--- config.mk ---
export PLATFORM = sky130hd
export DESIGN_NAME = tli_ctrl
export DESIGN_NICKNAME = d
export VERILOG_FILES = /design/src/rtl/tli_pkg.sv /design/src/rtl/tli_sensor_track.sv /design/src/rtl/tli_pin_level.sv /design/src/rtl/tli_ctrl.sv
export SDC_FILE = /design/constraint.sdc
export NUM_CORES = 1
export LEC_CHECK = 0
export BUFFER_PORTS_ARGS = -buffer_cell sky130_fd_sc_hd__buf_2
export CORE_ASPECT_RATIO = 1.2
export CORE_MARGIN = 4
export CORE_UTILIZATION = 49
export CTS_BUF_LIST = sky130_fd_sc_hd__clkbuf_4
export CTS_CLUSTER_DIAMETER = 60
export DETAILED_ROUTE_END_ITERATION = 12
export GPL_TIMING_DRIVEN = 1
export PLACE_DENSITY_LB_ADDON = 0.3
export SYNTH_ARGS = -nofsm -noshare
export SYNTH_HDL_FRONTEND = slang
export SYNTH_HIERARCHICAL = 1
export SYNTH_SLANG_ARGS = --single-unit
--- constraint.sdc ---
create_clock -name clk -period 2 [get_ports clk]
set_input_delay 0.2 -clock clk [delete_from_list [all_inputs] [get_ports clk]]
set_output_delay 0.2 -clock clk [all_outputs]
set_load 0.05 [all_outputs]
--- src/rtl/tli_pkg.sv ---
// Package: shared types for the temperature limit interrupt controller.
// Assumes: mode encoding fixed by the register field that feeds irq_mode.
package tli_pkg;
    typedef enum logic [1:0] {
        TLI_MODE_CMP  = 2'b00,
        TLI_MODE_TWO  = 2'b01,
        TLI_MODE_ONE  = 2'b10,
        TLI_MODE_NONE = 2'b11
    } tli_mode_e;
endpackage

--- src/rtl/tli_sensor_track.sv ---
// Module: per-sensor limit tracker. Holds the hot flag (set above the
// upper limit, cleared below the hysteresis limit) and the pending status
// bit, set according to the interrupt mode and cleared by a status read.
// Assumes: unsigned readings, lim_hyst not above lim_over, inputs
// considered only when sample_valid is high.
module tli_sensor_track
    import tli_pkg::*;
#(
    parameter int TEMP_W = 8
) (
    input  logic              clk,
    input  logic              rst_n,
    input  logic              sample_valid,
    input  logic [TEMP_W-1:0] temp,
    input  logic [TEMP_W-1:0] lim_over,
    input  logic [TEMP_W-1:0] lim_hyst,
    input  tli_mode_e         mode,
    input  logic              status_rd,
    output logic              hot,
    output logic              pending
);

    logic hot_q;
    logic pend_q;
    logic above;
    logic below;
    logic rise;
    logic fall;
    logic set_evt;

    // Strict comparisons: equality counts as neither over nor under.
    assign above = temp > lim_over;
    assign below = temp < lim_hyst;
    assign rise  = sample_valid && !hot_q && above;
    assign fall  = sample_valid && hot_q && below;

    // Pick the event that sets the status bit for the selected mode.
    always_comb begin
        case (mode)
            TLI_MODE_CMP: set_evt = sample_valid && above;
            TLI_MODE_TWO: set_evt = rise || (fall && !pend_q);
            TLI_MODE_ONE: set_evt = rise;
            default:      set_evt = 1'b0;
        endcase
    end

    // Hot flag follows the two limits with hysteresis in every mode.
    always_ff @(posedge clk) begin
        if (!rst_n) begin
            hot_q <= 1'b0;
        end else if (rise) begin
            hot_q <= 1'b1;
        end else if (fall) begin
            hot_q <= 1'b0;
        end
    end

    // Pending bit: a set event wins over a simultaneous status read.
    always_ff @(posedge clk) begin
        if (!rst_n) begin
            pend_q <= 1'b0;
        end else if (set_evt) begin
            pend_q <= 1'b1;
        end else if (status_rd) begin
            pend_q <= 1'b0;
        end
    end

    assign hot     = hot_q;
    assign pending = pend_q;

    p_hot_rise_r4: assert property (@(posedge clk) disable iff (!rst_n)
        $rose(hot_q) |-> $past(sample_valid && (temp > lim_over)));

    p_hot_fall_r5: assert property (@(posedge clk) disable iff (!rst_n)
        $fell(hot_q) |-> $past(sample_valid && (temp < lim_hyst)));

    p_clear_by_read_r3: assert property (@(posedge clk) disable iff (!rst_n)
        $fell(pend_q) |-> $past(status_rd));

    p_set_by_sample_r11: assert property (@(posedge clk) disable iff (!rst_n)
        $rose(pend_q) |-> $past(sample_valid));

    p_one_quiet_fall_r6: assert property (@(posedge clk) disable iff (!rst_n)
        ($fell(hot_q) && $past(mode == TLI_MODE_ONE) && !$past(pend_q)) |-> !pend_q);

    p_none_quiet_r7: assert property (@(posedge clk) disable iff (!rst_n)
        ($past(mode == TLI_MODE_NONE) && !$past(pend_q)) |-> !pend_q);

endmodule

--- src/rtl/tli_pin_level.sv ---
// Module: pin level driver. Turns a request into a pin level at the
// selected polarity, showing the inactive level when not enabled.
// Assumes: pol = 1 means active high.
module tli_pin_level (
    input  logic req,
    input  logic en,
    input  logic pol,
    output logic pin
);

    // Active level only for an enabled request, else the idle level.
    always_comb begin
        if (req && en) pin = pol;
        else           pin = !pol;
    end

endmodule

--- src/rtl/tli_ctrl.sv ---
// Module: temperature limit interrupt controller top. Instantiates one
// tracker per sensor and two pin drivers, one for the shared interrupt
// and one for the over-temperature output.
// Assumes: sensor k occupies temp_in[k*TEMP_W +: TEMP_W]; controls are
// stable levels supplied by an external register file.
module tli_ctrl
    import tli_pkg::*;
#(
    parameter int TEMP_W = 8,
    parameter int N_SENS = 2
) (
    input  logic                     clk,
    input  logic                     rst_n,
    input  logic                     sample_valid,
    input  logic [N_SENS*TEMP_W-1:0] temp_in,
    input  logic [TEMP_W-1:0]        lim_over,
    input  logic [TEMP_W-1:0]        lim_hyst,
    input  logic [1:0]               irq_mode,
    input  logic                     smi_en,
    input  logic                     smi_pol,
    input  logic [N_SENS-1:0]        ovt_en,
    input  logic                     ovt_pol,
    input  logic                     status_rd,
    output logic                     smi_out,
    output logic                     ovt_out,
    output logic [N_SENS-1:0]        status
);

    tli_mode_e         mode;
    logic [N_SENS-1:0] hot_vec;
    logic [N_SENS-1:0] pend_vec;
    logic              ovt_req;

    assign mode = tli_mode_e'(irq_mode);

    // One tracker per sensor, each on its own slice of temp_in.
    for (genvar k = 0; k < N_SENS; k++) begin : g_sens
        tli_sensor_track #(.TEMP_W(TEMP_W)) u_track (
            .clk          (clk),
            .rst_n        (rst_n),
            .sample_valid (sample_valid),
            .temp         (temp_in[k*TEMP_W +: TEMP_W]),
            .lim_over     (lim_over),
            .lim_hyst     (lim_hyst),
            .mode         (mode),
            .status_rd    (status_rd),
            .hot          (hot_vec[k]),
            .pending      (pend_vec[k])
        );
    end

    assign ovt_req = |(hot_vec & ovt_en);
    assign status  = pend_vec;

    tli_pin_level u_smi_pin (
        .req (|pend_vec),
        .en  (smi_en),
        .pol (smi_pol),
        .pin (smi_out)
    );

    tli_pin_level u_ovt_pin (
        .req (ovt_req),
        .en  (1'b1),
        .pol (ovt_pol),
        .pin (ovt_out)
    );

    p_smi_idle_r9: assert property (@(posedge clk) disable iff (!rst_n)
        ($countones(pend_vec) == 0) |-> (smi_out == !smi_pol));

    p_smi_active_r9: assert property (@(posedge clk) disable iff (!rst_n)
        (smi_en && (pend_vec != '0)) |-> (smi_out == smi_pol));

    p_ovt_idle_r10: assert property (@(posedge clk) disable iff (!rst_n)
        ((hot_vec & ovt_en) == '0) |-> (ovt_out == !ovt_pol));

endmodule

* Word level (Yosys, flattened, before mapping) *
Cells that the tools add are included.

storage, ports and cells
  word-level logic and storage cells = 50
  output and inout port bits = 4
  register bits = 4

operators by class
  eq/ne operators = 2
  bitwise logic cells = 1
  multiplexer cells = 11
  reduce and logical (&&, ||, !) cells = 28
  order comparisons = 4

operators by type and width
  kind                                                              number
  8-bit greater-than comparator                                     2
  8-bit < comparator                                                2
  1-bit logical AND                                                 13
  1-bit two-way mux                                                 9
  2-bit nonzero test                                                4
  1-bit logical NOT                                                 6
  1-bit case mux with 3 select lines                                2
  2-bit OR reduction                                                2
  2-bit bitwise AND                                                 1
  2-bit by 1-bit == test with 1-bit output (second input constant)  1
  2-bit == test (second input constant)                             1
  2-bit logical NOT                                                 1
  1-bit logical OR                                                  2

* Depth between registers and ports, before layout *
Gate-level depths: netlist (run 1).

  depth after elaboration = 6
  mapped depth = 7
  depth with buffers taken out = 7

* Modules after synthesis *
The synthesis (run 1) kept the hierarchy.

by module, submodules not included
  module            area each (µm²)  cells each  seq. area each (µm²)  instances
  tli_sensor_track  510.5            65          40.0                  2
  tli_pin_level     12.5             2           0.0                   2
  tli_ctrl          18.8             3           0.0                   1

* Least setup slack after synthesis (run 1) *
OpenSTA, ideal clock, no wires.

  path type = reg-to-output
  start = register g_sens[1].u_track.pend_q
  end = output smi_out
  setup slack = 190 ps
  data required time = 1800 ps
  cell stages (with the launch flop) = 4
  arrival time = 1610 ps
  cell sequence = dfxtp_1 -> or2_1 -> nand2_1 -> xor2_1

on the way
  word-level cells in the longest chain between the ends = 3

ends and longest elaborated chain
  item                    RTL line                RTL
  from (decl)             tli_sensor_track.sv:24  logic pend_q;
  from (signal assigned)  tli_sensor_track.sv:61  pend_q <= 1'b0;
  from (signal assigned)  tli_sensor_track.sv:63  pend_q <= 1'b1;
  from (signal assigned)  tli_sensor_track.sv:65  pend_q <= 1'b0;
  2-bit OR reduction      tli_ctrl.sv:56          .req (|pend_vec),
  1-bit logical AND       tli_pin_level.sv:13     if (req && en) pin = pol;
  1-bit two-way mux       tli_pin_level.sv:13
  to (decl)               tli_ctrl.sv:24          output logic smi_out,

Every way passes these cells.

* Final worst setup path (run 1) *
  start = register g_sens[0].u_track.hot_q
  end = output ovt_out

on the way
  word-level cells in the longest chain between the ends = 3

ends and longest elaborated chain
  item                    RTL line                RTL
  from (decl)             tli_sensor_track.sv:23  logic hot_q;
  from (signal assigned)  tli_sensor_track.sv:50  hot_q <= 1'b0;
  from (signal assigned)  tli_sensor_track.sv:52  hot_q <= 1'b1;
  from (signal assigned)  tli_sensor_track.sv:54  hot_q <= 1'b0;
  2-bit bitwise AND       tli_ctrl.sv:52          assign ovt_req = |(hot_vec & ovt_en);
  2-bit OR reduction      tli_ctrl.sv:52
  via ovt_req             tli_ctrl.sv:32          logic ovt_req;
  1-bit two-way mux       tli_pin_level.sv:13
  to (decl)               tli_ctrl.sv:25          output logic ovt_out,

The timed path passes the listed nets, and every way through them passes these cells.

==> results_dict.tcl, run 1 <==
set metrics [dict create \
    worstPathRequired_ps 1800 \
    yosysMostFrequentCell "inv_1" \
    drc_errors 0 \
    hold_viol 0 \
    start_kind "flop" \
    hold_path.class "in2reg" \
    skew_ps 0.03482 \
    synthFlopType "dfxtp_1" \
    cp_slowest_stage_delay_ps 330 \
    worstSetupPathType "reg2out" \
    yosysTopAreaCell "ha_1" \
    postCtsHoldBufs 0 \
    fin_crit_sh_pct 75.23 \
    vias 1109 \
    dp.cells 213 \
    diodes 0 \
    ios 47 \
    min_from "rst_n" \
    crit_buf_inv 1 \
    timing.fmax_mhz 664.6 \
    syn_to_final_growth_pct 27.26 \
    finalNonFillerCells 216 \
    setup_tns_ps 0 \
    post-route-cell-area_sq_um 1355 \
    dieArea_sq_um 2986 \
    start_util_pct 51.39 \
    setup_violations 0 \
    grt_setup_unrepaired "false" \
    postRouteWirelength_mm 2.722 \
    cp-end-kind "primary output" \
    postCtsSetupBuffers 0 \
    hold_end "g_sens[1].u_track/hot" \
    cts-buffers-inserted 3 \
    grt_antenna_before_repair 0 \
    synth_warnings 6 \
    synth_area_leaders "ha_1 35%, inv_1 11%, dfxtp_1 7.5%, a21oi_1 6.6%, a2111oi_4 5.2%" \
    overflow 0 \
    die_h_um 59.07 \
    ant_nets 0 \
    first_global_vias 1216 \
    synth_area_sq_um 1065 \
    cp_slowest_cell "dfxtp_1" \
    synth_cell_types 25 \
    slew_violations 0 \
    final_layout_size_suffix_gt1_share_pct 29.57 \
    reg2reg_depth 3 \
    die_w_um 50.56 \
    clk_pin_slew_worst_paths_ps 40 \
    async_flop_share_pct 0 \
    postLayoutCoreUtil_pct 65.40 \
    clock_path_buffers 2 \
    avgViaCountPerCell 5.134 \
    cts_tree "yes" \
    path_max_fanout 4 \
    cts_sinks 4 \
    syn_nets 210 \
    setup_slack_ps 495.4 \
    dp_hpwl_mm 2.441 \
    critPathTopFamily "flip-flops" \
    r2r-start "g_sens[1].u_track/pending" \
    syn-instance-count 137 \
    outcome "finished, final reports clean" \
    yosys.area.top_type_share_pct 35.25 \
    postPlaceCellArea_sq_um 1333 \
    multiInputGateArea_sq_um 864.6 \
    crit_arrival_ps 1300 \
    ir_drop_mv 0.2271 \
    numPortBuffers 46 \
    synth_seq_cells 4 \
    cts_root_buf "clkbuf_4" \
    std_cell_rows 18 \
    n_fill_cell 198 \
    grt_max_degree 9 \
    leakage_nw 0.7689 \
    crit_chain "a22o_1 -> nand2_1 -> xor2_1 -> buf_2" \
    p_per_area_nw_per_um2 349.0 \
    cap_viol_max_count 0 \
    num-nets-final 261 \
    gp_congestion 0.8083 \
    hold-path-cell-count 3 \
    r2r_slack_ps 610 \
    yosysSeqAreaShare_pct 7.521 \
    drt-wirelength-per-cell_um 12.60 \
    dr.pass1.iters 5 \
    clock_latency_ps 230 \
    synth_enable_flop_cells 0 \
    drt_iter0_drc 18 \
    grt_pass1_wl_mm 4.836 \
    reg2reg_to "g_sens[1].u_track/pending" \
    avgSynthCellArea_sq_um 7.772 \
    dp_slack_ps 310.6 \
    htreeDepth 1 \
    core_sq_um 2072 \
    grt_usage_pct 20.48 \
    cts-resized-gates 0 \
    synth_common_cells "32 x inv_1, 30 x ha_1, 14 x a21oi_1, 10 x nand2_1" \
    min_period_ps 1505 \
    regArea_sq_um 80.08 \
]
==> cells by family after synthesis <==
family	share of synthesized area, %
fa+ha+maj	35.25
flops	7.521
xor+xnor	1.645
simple gates	19.86
buf+inv	11.28
compound gates	24.09
other cells	0.3522
==> worst max-delay path by stage <==
stage	from	to	slack, ps	cells after the start
after detailed placement	lim_hyst[1]	g_sens[1].u_track/pending	310	7
after global routing	g_sens[1].u_track/pending	smi_out	400	4
after global placement	lim_hyst[1]	g_sens[0].u_track/pending	330	7
after floorplan	g_sens[1].u_track/pending	smi_out	190	3
final	g_sens[0].u_track/hot	ovt_out	500	4
after CTS	g_sens[0].u_track/hot	ovt_out	490	4
==> registers in the layout, summed over array words and instances (netlist names) <==
register	flops
g_sens.u_track/pending	2
g_sens.u_track/hot	2
==> report_power, final <==
part	switching, W	internal, W
clock network	0.0000334	0.0000672
logic	0.000157	0.000121
registers	0.00000705	0.0000872
total	0.000198	0.000275
==> area by class of cell <==
cell class	count	share of cell area [%]
clock buffer	3	1.662
tap	30	2.770
sequential	4	5.910
multi-input combinational	101	63.80
timing repair buffer	46	16.99
inverter	32	8.864
==> through the flow <==
step | hold slack, ps | total power, W
6_report | 272.4 | 0.0004729
2_1_floorplan | 332.4 | 0.0002722
3_3_place_gp | 485.7 | 0.0003594
5_1_grt | 247.7 | 0.0005277
3_5_place_dp | 504.0 | 0.0003719
4_1_cts | 259.7 | 0.0004784
==> layer usage <==
| layer | wire length (um) | GRT usage (%) |
|---|---|---|
| met1 | 1106 | 22.98 |
| met4 | 7 | 4.231 |
| met3 | 186 | 4.030 |
| met5 | 0 | 0 |
| met2 | 1421 | 39.55 |
==> cell usage in the layout (no fill, tap or decap), types with 3 or more instances in the layout <==
master / count
a21oi_1: 14
nand2_1: 10
nand3b_1: 4
clkbuf_4: 3
buf_2: 46
inv_1: 32
nand3_1: 4
ha_1: 30
nor2_1: 4
o21ai_0: 4
dfxtp_1: 4
nand4_1: 4
==> worst reg2reg max path, cell delays in order, from the launching register on <==
cell and delay, ps:
dfxtp_1 320, or4bb_1 510, or4_1 400, nand3_1 90
Note: power is estimated with default switching activity, not from simulation.
==> inputs of run 2 (changes only) <==
- ABC_AREA: default -> 1
- CORE_UTILIZATION: 49 -> 45
- clock period: 2 -> 1.3 ns (I/O delays scaled with it)
==> results_dict.tcl, run 2 <==
set metrics [dict create \
    outcome "finished, final reports clean" \
    synth_seq_cells 4 \
    async_flop_share_pct 0 \
    hold-path-cell-count 3 \
    synth_common_cells "66 x nand2_1, 54 x inv_1, 30 x ha_1, 16 x nor2_1, 10 x nand3_1" \
    gp_congestion 0.8251 \
    die_w_um 54.15 \
    leakage_nw 1.003 \
    crit_arrival_ps 1060 \
    grt_setup_unrepaired "false" \
    avgViaCountPerCell 4.457 \
    cts-buffers-inserted 3 \
    worstPathRequired_ps 1170 \
    power_w 0.0007208 \
    hold_viol 0 \
    drc_errors 0 \
    final_layout_size_suffix_gt1_share_pct 22.31 \
    p_int_w 0.0004181 \
    synth_warnings 6 \
    comb_power_share_pct 58.4 \
    postCtsHoldBufs 0 \
    yosys.area.top_type_share_pct 32.64 \
    cts-resized-gates 0 \
    ios 47 \
    yosysTopAreaCell "ha_1" \
    overflow 0 \
    dieArea_sq_um 3431 \
    synthFlopType "dfxtp_1" \
    grt_usage_pct 15.90 \
    pwr-share-clk_pct 21.1 \
    vias 1257 \
    drt-wirelength-per-cell_um 8.890 \
    mostFrequentLayoutCells "66 x nand2_1, 54 x inv_1, 44 x buf_2" \
    syn-instance-count 201 \
    setup_slack_ps 114.7 \
    r2r-start "g_sens[1].u_track/hot" \
    grt_pass1_wl_mm 4.278 \
    cap_viol_max_count 0 \
    hold_end "g_sens[1].u_track/pending" \
    yosysSeqAreaShare_pct 6.964 \
    ir_drop_mv 0.5057 \
    cts_tree "yes" \
    switching_power_w 0.0003028 \
    postRouteWirelength_mm 2.507 \
    clock_latency_ps 240 \
    clk_pin_slew_worst_paths_ps 40 \
    cts_sinks 4 \
    clock_path_buffers 2 \
    start_util_pct 48.37 \
    avgSynthCellArea_sq_um 5.721 \
    synth_cell_types 14 \
    grt_max_degree 7 \
    hold_path.class "in2reg" \
    start_kind "flop" \
    synth_enable_flop_cells 0 \
    synth_area_leaders "ha_1 33%, nand2_1 22%, inv_1 18%, dfxtp_1 7.0%, nor2_1 5.2%" \
    p_sw_share_pct 42.00 \
    post-route-cell-area_sq_um 1458 \
    yosysMostFrequentCell "nand2_1" \
    syn_to_final_growth_pct 26.77 \
    skew_ps 0.04655 \
    grt_antenna_before_repair 0 \
    reg2reg_depth 8 \
    timing.fmax_mhz 843.7 \
    layout_commonest_cell "nand2_1" \
    first_global_vias 1184 \
    path_max_fanout 4 \
    std_cell_rows 19 \
    min_from "rst_n" \
    numPortBuffers 46 \
    ant_nets 0 \
    dp_slack_ps -30.64 \
    r2r_slack_ps 200 \
    n_fill_cell 270 \
    cts_root_buf "clkbuf_4" \
    postCtsSetupBuffers 0 \
    num-nets-final 326 \
    diodes 0 \
    synth_area_sq_um 1150 \
    worstSetupPathType "reg2out" \
    fin_crit_sh_pct 91.18 \
    p_seq_share_pct 20.5 \
    die_h_um 63.38 \
    min_period_ps 1185 \
    p_per_area_nw_per_um2 494.5 \
    cp-startpoint "g_sens[1].u_track/hot" \
    postPlaceCellArea_sq_um 1425 \
    cp-end-kind "primary output" \
    reg2reg_to "g_sens[1].u_track/pending" \
    slew_violations 0 \
    dr.pass1.iters 4 \
    setup_violations 0 \
    core_sq_um 2377 \
    htreeDepth 1 \
    dp_hpwl_mm 2.342 \
    drt_iter0_drc 12 \
]
==> run 2: changes by cell type after synthesis, sizes merged, moves of 4 or more <==
| cell | before | now |
|---|---|---|
| nand2 | 10 | 66 |
| a2111oi | 4 | 0 |
| nor2 | 4 | 18 |
| o21ai | 6 | 0 |
| inv | 32 | 54 |
| a21oi | 14 | 10 |
| nand4 | 4 | 0 |
| nand3b | 4 | 0 |
| nand3 | 4 | 10 |
==> run 2: through the flow <==
stage / hold slack [ps] / utilization, % / instances / setup TNS, ps
6_report: 155.3 / 61.32 / 282 / 0
5_1_grt: 164.8 / 61.32 / 282 / 0
4_1_cts: 146.3 / 60.89 / 282 / 0
3_5_place_dp: 395.2 / 59.95 / 279 / -44.09
3_3_place_gp: 392.8 / 59.95 / 279 / -42.27
2_1_floorplan: 262.7 / - / 202 / 0
==> run 2: cell type report <==
type	instances	area, sq um	area share, %
clock buffers	3	22.52	1.545
multi-input cells	144	870.8	59.74
well taps	31	38.79	2.661
inverters	54	202.7	13.91
flip-flops and latches	4	83.83	5.751
repair buffers	46	239.0	16.39
==> run 2: routing by layer <==
layer | vias to the layer above | GRT usage, % | wire [um]
li1 | 705 | - | -
met2 | 30 | 28.89 | 1296
met5 | - | 0 | 0
met4 | 0 | 3.738 | 0
met1 | 522 | 18.21 | 1053
met3 | 0 | 2.830 | 157
==> run 2: kinds of logic (layout without fill, tap and decap cells) <==
| family | after synthesis | count (layout) | share of synthesized area, % |
|---|---|---|---|
| and+or+nand+nor | 96 | 96 | 33.30 |
| buffers and inverters | 54 | 103 | 17.63 |
| adders and majority gates | 30 | 30 | 32.64 |
| AOI/OAI and AO/OA | 14 | 14 | 7.617 |
| DFF | 4 | 4 | 6.964 |
| xor gates and xnor gates | 2 | 2 | 1.524 |
| other | 1 | 2 | 0.3261 |
==> run 2: critical path, stage by stage, from the launching register on <==
cell and delay, ps:
dfxtp_1 360, nand2_1 70, nand2_1 80, nand2_1 60, nand2_1 50, nand2_1 50
buf_6 150
==> run 2: worst max path at each step <==
stage,to,depth (start not counted)
after floorplan,smi_out,4
after global placement,g_sens[0].u_track/pending,12
after detailed placement,g_sens[0].u_track/pending,12
after CTS,ovt_out,5
after global routing,ovt_out,5
final,ovt_out,6
==> run 2: power by group through the flow <==
stage	Sequential, W	Combinational [W]	Clock (W)
global route	0.000150	0.000495	0.000168
global placement	0.000149	0.000411	0
finish	0.000148	0.000421	0.000152
CTS	0.000147	0.000421	0.000159
floorplan	0.000162	0.000259	0
detailed placement	0.000149	0.000418	0
==> inputs of run 3 (changes only) <==
- CORE_ASPECT_RATIO: 1.2 -> 0.7
- CTS_BUF_LIST: sky130_fd_sc_hd__clkbuf_4 -> sky130_fd_sc_hd__clkbuf_2 sky130_fd_sc_hd__clkbuf_4 sky130_fd_sc_hd__clkbuf_8
==> results_dict.tcl, run 3 (synthesis results as in run 2) <==
set metrics [dict create \
    comb_power_share_pct 50.9 \
    p_sw_share_pct 38.57 \
    crit_buf_inv 1 \
    drt-wirelength-per-cell_um 9.213 \
    std_cell_rows 15 \
    cts-buffers-inserted 3 \
    dp_hpwl_mm 2.426 \
    cp_slowest_stage_delay_ps 350 \
    cts_root_buf "clkbuf_8" \
    critPathTopFamily "flip-flops" \
    dieArea_sq_um 3441 \
    timing.fmax_mhz 832.6 \
    drt_iter0_drc 59 \
    postRouteWirelength_mm 2.635 \
    p_per_area_nw_per_um2 563.6 \
    die_w_um 68.42 \
    worstSetupPathType "reg2out" \
    syn_to_final_growth_pct 29.16 \
    vias 1267 \
    reg2reg_depth 8 \
    cts_sinks 4 \
    path_max_fanout 4 \
    cp-end-kind "primary output" \
    die_h_um 50.29 \
    cts_tree "yes" \
    postPlaceCellArea_sq_um 1436 \
    htreeDepth 1 \
    gp_congestion 0.8337 \
    drc_errors 0 \
    grt_antenna_before_repair 0 \
    fin_crit_sh_pct 92.39 \
    leakage_nw 1.015 \
    min_period_ps 1201 \
    final_layout_size_suffix_gt1_share_pct 23.02 \
    ir_drop_mv 0.3664 \
    cp_slowest_cell "dfxtp_2" \
    clock_path_buffers 2 \
    slew_violations 0 \
    ios 47 \
    grt_setup_unrepaired "false" \
    cap_viol_max_count 0 \
    hold_path.class "in2reg" \
    endpoint "ovt_out" \
    start_util_pct 46.77 \
    num-nets-final 327 \
    cp-startpoint "g_sens[0].u_track/hot" \
    layout_commonest_cell "nand2_1" \
    first_global_vias 1095 \
    pwr-share-clk_pct 31.4 \
    grt_pass1_wl_mm 4.264 \
    diodes 0 \
    overflow 0 \
    skew_ps 0.1056 \
    cp.depth 5 \
    postCtsHoldBufs 0 \
    clock_latency_ps 220 \
    core_sq_um 2459 \
    r2r_slack_ps 180 \
    grt_usage_pct 15.87 \
    post-route-cell-area_sq_um 1485 \
    setup_tns_ps 0 \
    critPathMostFrequentCell "nand2_1" \
    avgViaCountPerCell 4.430 \
    r2r-start "g_sens[1].u_track/hot" \
    grt_max_degree 7 \
    crit_chain "nand2_1 -> nand2_1 -> nand3_1 -> nand2_1 -> clkbuf_4" \
    p_int_w 0.0005142 \
    dr.pass1.iters 4 \
    mostFrequentLayoutCells "66 x nand2_1, 54 x inv_1, 44 x buf_2" \
    switching_power_w 0.0003229 \
    hold_viol 0 \
    worstPathRequired_ps 1170 \
    reg2reg_to "g_sens[1].u_track/pending" \
    setup_violations 0 \
    ant_nets 0 \
    cts-resized-gates 0 \
    clk_pin_slew_worst_paths_ps 30 \
    p_seq_share_pct 17.7 \
    outcome "finished, final reports clean" \
    start_kind "flop" \
    numPortBuffers 46 \
    postCtsSetupBuffers 0 \
    crit_arrival_ps 1070 \
]
run 3: stage by stage:
step                      setup WS (ps)  total power (W)  utilization, %  hold slack, ps  std cells
after global routing              9.583        0.0009297           60.41           188.5        286
after floorplan                   125.8        0.0004218               -           262.7        202
after global placement           -66.24        0.0005674           58.42           397.0        283
final                             98.88        0.0008371           60.41           176.1        286
after detailed placement         -89.98        0.0005734           58.42           404.3        283
after CTS                         21.43        0.0008406           60.10           173.4        286
run 3: worst min-delay path by stage:
stage	from	end	slack, ps	depth (start not counted)
global placement	rst_n	g_sens[1].u_track/pending	400	3
floorplan	rst_n	g_sens[0].u_track/pending	260	2
global route	rst_n	g_sens[0].u_track/pending	190	3
detailed placement	rst_n	g_sens[0].u_track/pending	400	3
CTS	rst_n	g_sens[0].u_track/pending	170	3
finish	rst_n	g_sens[0].u_track/pending	180	3
run 3: worst register-to-register path: stages, from the launching register on:
cell     delay, ps
dfxtp_2        340
nand2_1         70
nor2_1          80
nand3_1         90
nor2_2         150
nand3_1         90
nand2_1         70
nand2_1         60
a21oi_2        100
run 3: power groups by stage:
stage	registers (W)	logic, W	clock network [W]
finish	0.000149	0.000426	0.000263
global route	0.000151	0.000498	0.000281
CTS	0.000147	0.000426	0.000267
detailed placement	0.000149	0.000425	0
global placement	0.000149	0.000419	0
floorplan	0.000162	0.000259	0
run 3: layer usage:
metal	vias up	routed length (um)	GRT usage, %	part of all wire, %
li1	710	-	-	-
met1	514	1369	23.50	52
met2	43	1075	23.77	41
met3	0	191	1.342	7.2
met4	0	0	4.950	0
met5	-	0	0	0
run 3: layout make-up:
class / instances / area, sq um
Fill cell: 241 / 973.4
Multi-Input combinational cell: 144 / 870.8
Timing Repair Buffer: 47 / 242.7
Inverter: 54 / 202.7
Sequential cell: 4 / 85.08
Tap cell: 34 / 42.54
Clock buffer: 3 / 41.29
